**src/rtl/lsram_pkg.sv**
```systemverilog
package lsram_pkg;
   localparam int ADDR_W = 8;
   localparam int DATA_W = 4;
   localparam int ROW_W  = 5;
   localparam int COL_W  = 3;

   typedef struct packed {
      logic [ADDR_W-1:0] addr;
      logic              sel_ok;
   } cyc_capture_t;

   function automatic logic [ROW_W-1:0] row_field(input logic [ADDR_W-1:0] a);
      return {a[7], a[6], a[5], a[1], a[0]};
   endfunction

   function automatic logic [COL_W-1:0] col_field(input logic [ADDR_W-1:0] a);
      return {a[4], a[3], a[2]};
   endfunction
endpackage

```
**src/rtl/lsram_pin_sampler.sv**
```systemverilog
module lsram_pin_sampler #(
   parameter int N_STAGES = 1,
   parameter int ADDR_W   = 8,
   parameter int DATA_W   = 4
) (
   input  logic              clk,
   input  logic              rst_n,
   input  logic [ADDR_W-1:0] addr_i,
   input  logic [DATA_W-1:0] din_i,
   input  logic              stb_n_i,
   input  logic              we_n_i,
   input  logic              cs1_n_i,
   input  logic              cs2_n_i,
   output logic [ADDR_W-1:0] s_addr,
   output logic [DATA_W-1:0] s_din,
   output logic              s_we_n,
   output logic [1:0]        s_cs_n,
   output logic              stb_fall,
   output logic              stb_rise
);
   localparam int VEC_W = ADDR_W + DATA_W + 4;
   localparam logic [VEC_W-1:0] IDLE_VEC = {{(ADDR_W + DATA_W){1'b0}}, 4'b1111};

   logic [VEC_W-1:0] raw_vec;
   logic [VEC_W-1:0] last_vec;
   logic             s_stb_n;
   logic             stb_prev;

   assign raw_vec = {addr_i, din_i, stb_n_i, we_n_i, cs2_n_i, cs1_n_i};

   generate
      if (N_STAGES <= 1) begin : g_single
         always_ff @(posedge clk) begin
            if (!rst_n) last_vec <= IDLE_VEC;
            else        last_vec <= raw_vec;
         end
      end else begin : g_chain
         logic [VEC_W-1:0] stg [N_STAGES];
         for (genvar i = 0; i < N_STAGES; i++) begin : g_stage
            always_ff @(posedge clk) begin
               if (!rst_n)      stg[i] <= IDLE_VEC;
               else if (i == 0) stg[i] <= raw_vec;
               else             stg[i] <= stg[i-1];
            end
         end
         assign last_vec = stg[N_STAGES-1];
      end
   endgenerate

   assign s_addr  = last_vec[VEC_W-1 -: ADDR_W];
   assign s_din   = last_vec[DATA_W+3 -: DATA_W];
   assign s_stb_n = last_vec[3];
   assign s_we_n  = last_vec[2];
   assign s_cs_n  = last_vec[1:0];

   always_ff @(posedge clk) begin
      if (!rst_n) stb_prev <= 1'b1;
      else        stb_prev <= s_stb_n;
   end

   assign stb_fall = stb_prev & ~s_stb_n;
   assign stb_rise = ~stb_prev & s_stb_n;
endmodule

```
**src/rtl/lsram_cycle_ctl.sv**
```systemverilog
module lsram_cycle_ctl
   import lsram_pkg::*;
#(
   parameter int AW = 8
) (
   input  logic          clk,
   input  logic          rst_n,
   input  logic          stb_fall,
   input  logic          stb_rise,
   input  logic [AW-1:0] s_addr,
   input  logic [1:0]    s_cs_n,
   input  logic          s_we_n,
   output logic          cyc_act,
   output logic [AW-1:0] lat_addr,
   output logic          lat_sel_ok,
   output logic          wr_stb,
   output logic          rd_open
);
   logic live;

   always_ff @(posedge clk) begin
      if (!rst_n) begin
         cyc_act    <= 1'b0;
         lat_addr   <= '0;
         lat_sel_ok <= 1'b0;
      end else if (stb_fall) begin
         cyc_act    <= 1'b1;
         lat_addr   <= s_addr;
         lat_sel_ok <= ~|s_cs_n;
      end else if (stb_rise) begin
         cyc_act    <= 1'b0;
      end
   end

   assign live    = cyc_act & lat_sel_ok & ~stb_rise;
   assign wr_stb  = live & ~s_we_n;
   assign rd_open = live & s_we_n;
endmodule

```
**src/rtl/lsram_matrix.sv**
```systemverilog
module lsram_matrix #(
   parameter int ROWS   = 32,
   parameter int ROW_W  = 5,
   parameter int COL_W  = 3,
   parameter int DATA_W = 4
) (
   input  logic              clk,
   input  logic              wr_stb,
   input  logic [ROW_W-1:0]  row,
   input  logic [COL_W-1:0]  col,
   input  logic [DATA_W-1:0] wdata,
   output logic [DATA_W-1:0] rdata
);
   localparam int ROW_BITS = DATA_W * (1 << COL_W);

   logic [ROW_BITS-1:0] rows_q [ROWS];

   generate
      for (genvar r = 0; r < ROWS; r++) begin : g_row
         logic row_hit;
         assign row_hit = (row == ROW_W'(r));
         always_ff @(posedge clk) begin
            if (wr_stb && row_hit)
               rows_q[r][col*DATA_W +: DATA_W] <= wdata;
         end
      end
   endgenerate

   logic [ROW_BITS-1:0] row_sel;
   always_comb begin
      row_sel = rows_q[row];
      rdata   = row_sel[col*DATA_W +: DATA_W];
   end
endmodule

```
**src/rtl/lsram_out_stage.sv**
```systemverilog
module lsram_out_stage #(
   parameter int DATA_W = 4
) (
   input  logic              clk,
   input  logic              rst_n,
   input  logic              rd_open,
   input  logic [DATA_W-1:0] rdata,
   output logic [DATA_W-1:0] dout_q,
   output logic              oe_q
);
   always_ff @(posedge clk) begin
      if (!rst_n) begin
         dout_q <= '0;
         oe_q   <= 1'b0;
      end else begin
         oe_q <= rd_open;
         if (rd_open) dout_q <= rdata;
      end
   end
endmodule

```
**src/rtl/latched_sram_core.sv**
```systemverilog
module latched_sram_core
   import lsram_pkg::*;
#(
   parameter int AW       = ADDR_W,
   parameter int DW       = DATA_W,
   parameter int RW       = ROW_W,
   parameter int CW       = COL_W,
   parameter int N_STAGES = 1
) (
   input  logic          clk,
   input  logic          rst_n,
   input  logic [AW-1:0] addr_i,
   input  logic [DW-1:0] din_i,
   input  logic          stb_n_i,
   input  logic          we_n_i,
   input  logic          cs1_n_i,
   input  logic          cs2_n_i,
   output logic [DW-1:0] dout_o,
   output logic          dout_oe_o
);
   localparam int ROWS = 1 << RW;

   initial begin
      if (AW != RW + CW) $error("address width must equal row plus column widths");
      if (AW != ADDR_W || RW != ROW_W || CW != COL_W)
         $error("field split is fixed by the package");
      if (N_STAGES < 1 || N_STAGES > 3) $error("N_STAGES must be 1 to 3");
   end

   logic [AW-1:0] s_addr;
   logic [DW-1:0] s_din;
   logic          s_we_n;
   logic [1:0]    s_cs_n;
   logic          stb_fall, stb_rise;
   logic          cyc_act, lat_sel_ok, wr_stb, rd_open;
   logic [AW-1:0] lat_addr;
   logic [DW-1:0] rdata;

   lsram_pin_sampler #(.N_STAGES(N_STAGES), .ADDR_W(AW), .DATA_W(DW)) u_smp (
      .clk(clk), .rst_n(rst_n), .addr_i(addr_i), .din_i(din_i),
      .stb_n_i(stb_n_i), .we_n_i(we_n_i), .cs1_n_i(cs1_n_i), .cs2_n_i(cs2_n_i),
      .s_addr(s_addr), .s_din(s_din), .s_we_n(s_we_n), .s_cs_n(s_cs_n),
      .stb_fall(stb_fall), .stb_rise(stb_rise)
   );

   lsram_cycle_ctl #(.AW(AW)) u_ctl (
      .clk(clk), .rst_n(rst_n), .stb_fall(stb_fall), .stb_rise(stb_rise),
      .s_addr(s_addr), .s_cs_n(s_cs_n), .s_we_n(s_we_n),
      .cyc_act(cyc_act), .lat_addr(lat_addr), .lat_sel_ok(lat_sel_ok),
      .wr_stb(wr_stb), .rd_open(rd_open)
   );

   lsram_matrix #(.ROWS(ROWS), .ROW_W(RW), .COL_W(CW), .DATA_W(DW)) u_mat (
      .clk(clk), .wr_stb(wr_stb),
      .row(row_field(lat_addr)), .col(col_field(lat_addr)),
      .wdata(s_din), .rdata(rdata)
   );

   lsram_out_stage #(.DATA_W(DW)) u_out (
      .clk(clk), .rst_n(rst_n), .rd_open(rd_open), .rdata(rdata),
      .dout_q(dout_o), .oe_q(dout_oe_o)
   );
endmodule

```
**config.mk**
```make
export PLATFORM = sky130hd
export DESIGN_NAME = latched_sram_core
export DESIGN_NICKNAME = d
export VERILOG_FILES = /design/src/rtl/lsram_pkg.sv /design/src/rtl/lsram_pin_sampler.sv /design/src/rtl/lsram_cycle_ctl.sv /design/src/rtl/lsram_matrix.sv /design/src/rtl/lsram_out_stage.sv /design/src/rtl/latched_sram_core.sv
export SDC_FILE = /design/constraint.sdc
export NUM_CORES = 1
export LEC_CHECK = 0
export ABC_CLOCK_PERIOD_IN_PS = 9000
export BUFFER_PORTS_ARGS = -buffer_cell sky130_fd_sc_hd__buf_2
export CAP_MARGIN = 20
export CORE_UTILIZATION = 50
export DETAILED_ROUTE_END_ITERATION = 12
export GPL_ROUTABILITY_DRIVEN = 0
export PLACE_DENSITY = 0.65
export REMOVE_ABC_BUFFERS = 1
export SYNTH_ARGS = -nofsm -noshare
export SYNTH_HDL_FRONTEND = slang
export SYNTH_SLANG_ARGS = --single-unit
export TNS_END_PERCENT = 30
```
**constraint.sdc**
```tcl
create_clock -name clk -period 9 [get_ports clk]
set_clock_uncertainty 0.15 [all_clocks]
set_input_delay 0.45 -clock clk [delete_from_list [all_inputs] [get_ports clk]]
set_output_delay 0.45 -clock clk [all_outputs]
set_load 0.05 [all_outputs]
```
==> flow_summary.json <==
{
  "status": "finished, final reports clean",
  "die_y_um": 291,
  "grt_use_total": 0.244,
  "drtIter0Drc": 2433,
  "wirelength_um": 102000,
  "ctsRootBufferMaster": "clkbuf_16",
  "drtPass1Iterations": 5,
  "synth_top_cells_by_count": "edfxtp_1, nor2_1, mux4_2, nand2_1, clkbuf_1",
  "leakagePower_uw": 0.0152,
  "holdPathStages": 2,
  "r2r_end": "u_out.dout_q[3]$_SDFFE_PN0P_",
  "layout-drive-gt1-share": 0.234,
  "htree_num_levels": 3,
  "dp_hpwl_um": 63900,
  "core_area_sq_um": 82500,
  "vias_per_cell": 6.26,
  "finalWorstSetupSlack_ns": 4.79,
  "async_flop_share": 0,
  "synth-seq-cells": 1061,
  "syn_to_final_growth_pct": 12.6,
  "crit_path_frequent_cell": "a211oi_1",
  "clkTransAtPathRegs_ns": 0.07,
  "preCtsSetupSlack_ns": 4.88,
  "drv_slew": 0,
  "setup_viol": 0,
  "cap_violations": 0,
  "clockBufferDepth": 3,
  "critPathMaxFanout": 42,
  "synthesis.area_sq_um": 41900,
  "fin_nets": 2277,
  "min_to": "u_smp.stb_prev$_SDFF_PN1_",
  "seq_area_sq_um": 31500,
  "antenna_found_initial": 3,
  "cts_made_buffers": 105,
  "multi_input_area_sq_um": 9770,
  "hp-class": "in -> reg",
  "synth_top_area_frac": 0.734,
  "reg2reg_depth": 7,
  "via_count": 21354,
  "port_buffers": 22,
  "syn_avg_cell_area_sq_um": 19.2,
  "die_w_um": 291,
  "worst_path_max_delay_cell": "dfxtp_4",
  "grt_max_degree": 96,
  "die_area_sq_um": 84900,
  "first_global_vias": 21636,
  "yosysSeqAreaShare": 0.752,
  "synth_edf_count": 1024,
  "endpoint_kind": "flop",
  "postPlaceCellArea_sq_um": 43200,
  "synth_top_cell_by_area": "edfxtp_1",
  "power_uw": 10300,
  "required_ns": 9.36,
  "grt_pass1_wl_um": 149000,
  "cp_slowest_stage_delay_ns": 0.90,
  "slew_headroom": 0.180,
  "arrival_ns": 4.57,
  "ys_warn_count": 0,
  "worst_pin_slew_ns": 1.23,
  "wl_per_cell_um": 30.0,
  "final_core_util": 0.571,
  "yosysMostFrequentCell": "edfxtp_1",
  "final_antenna_net_count": 0,
  "clock_sinks": 1061,
  "overflow": 0,
  "initial_core_util": 0.508,
  "placementRows": 105,
  "fillers": 6064,
  "fin_area_sq_um": 47100,
  "num_io_pins": 23,
  "rsz0062_at_grt": "no",
  "max_freq_mhz": 237,
  "power_density_nw_per_um2": 217,
  "peakVddDrop_mv": 0.150,
  "tns_ns": 0,
  "crit_chain": "buf_4 > mux4_2 > nor2b_1 > a211oi_1 > a211oi_1 > nor4_1 > a21oi_1",
  "critical_path_class": "reg -> reg",
  "fin_crit_sh": 0.468,
  "syn_inst": 2177,
  "yosys-top-cells-area": "edfxtp_1, mux4_2, nor2_1",
  "hold_violations": 0,
  "yosys_most_used_dff": "edfxtp_1",
  "yosysUniqueCellTypes": 48,
  "startpoint_type": "flop",
  "post-route-min-period_ns": 4.21,
  "clock_latency_ns": 0.67,
  "drc": 0,
  "r2r_setup_slack_ns": 4.79,
  "tritoncts": "yes",
  "hold_start": "rst_n"
}
cells in the final DEF (no fill, tap or decap), drive strengths merged, types with 16 or more instances in the layout:
master	Yosys	final
clkbuf	55	122
nor3	24	24
nor4	27	27
buf	68	77
mux4	254	254
o22ai	31	31
dfxtp	37	37
a21oi	21	21
mux2i	49	49
a211oi	16	16
nand2	68	68
nor2b	28	28
o21ai	20	20
clkinv	0	45
edfxtp	1024	1024
nor2	308	308
dlygate4sd3	0	16
bufinv	0	20
and2	18	18
final cells by class:
type,count,share of cell area
antenna,1,0.0000531
clock buffer,122,0.0586
clock inverter,73,0.0193
inverter,11,0.000876
multi-input combinational,982,0.207
sequential,1061,0.668
tap,1070,0.0284
timing repair buffer,93,0.0174
how the worst max path moves through the flow:
stage / from / endpoint / slack [ns] / cells after the start
6_report: flop / u_out.dout_q[3]$_SDFFE_PN0P_ / 4.79 / 7
5_1_grt: flop / u_out.dout_q[3]$_SDFFE_PN0P_ / 4.65 / 8
4_1_cts: flop / u_out.dout_q[3]$_SDFFE_PN0P_ / 4.85 / 6
3_5_place_dp: flop / u_out.dout_q[3]$_SDFFE_PN0P_ / 4.88 / 6
3_3_place_gp: flop / u_out.dout_q[0]$_SDFFE_PN0P_ / 4.87 / 6
2_1_floorplan: flop / u_out.dout_q[1]$_SDFFE_PN0P_ / -2.00 / 7
state kept, by name, indices dropped and copies added (netlist names), named ones only:
| name | count |
|---|---|
| u_mat.rows_q | 1024 |
| u_out.oe_q | 1 |
| u_ctl.lat_sel_ok | 1 |
| u_ctl.lat_addr | 8 |
| u_smp.stb_prev | 1 |
| u_smp.last_vec | 16 |
| u_ctl.cyc_act | 1 |
| u_out.dout_q | 4 |
per-stage QoR:
step	cells	hold WS (ns)
after floorplan	2054	0.274
after global placement	3193	0.292
after detailed placement	3196	0.300
after global routing	3412	0.0831
final	3413	0.0825
after CTS	3407	0.0367
power by group:
part	switching, uW	internal (uW)
combinational	143	113
sequential	13.4	5350
clock	1860	2780
critical path: cells and delay by family (launching register included):
family,cells,cell delay (ns)
flip-flops,1,0.90
AO/OA/AOI/OAI,3,0.92
buffers and inverters,1,0.56
AND/OR/NAND/NOR,2,0.87
multiplexers,1,0.57
kinds of logic (layout without fill, tap and decap cells):
kind of cell / after synthesis / in the layout / share of synthesized area
adder cells (fa/ha/maj): 5 / 5 / 0.00149
multiplexers: 312 / 312 / 0.151
flip-flops: 1061 / 1061 / 0.752
buffers and inverters: 134 / 299 / 0.0175
AND/OR/NAND/NOR: 523 / 523 / 0.0552
AO/OA/AOI/OAI: 142 / 142 / 0.0231
other: 0 / 1 / 0
repair_timing:
item / CTS / global route
setup buffers: 0 / 0
hold buffers: 16 / 0
endpoints found under the hold margin: 16 / 0
resized for setup: 0 / 0
routing by layer:
| metal | vias up | share of wire | global-route usage |
|---|---|---|---|
| met4 | 0 | 0.036 | 0.0965 |
| met2 | 1122 | 0.47 | 0.371 |
| li1 | 8963 | - | - |
| met5 | - | 0 | 0 |
| met3 | 193 | 0.10 | 0.0626 |
| met1 | 11076 | 0.39 | 0.341 |
Note: power is estimated with default switching activity, not from simulation.
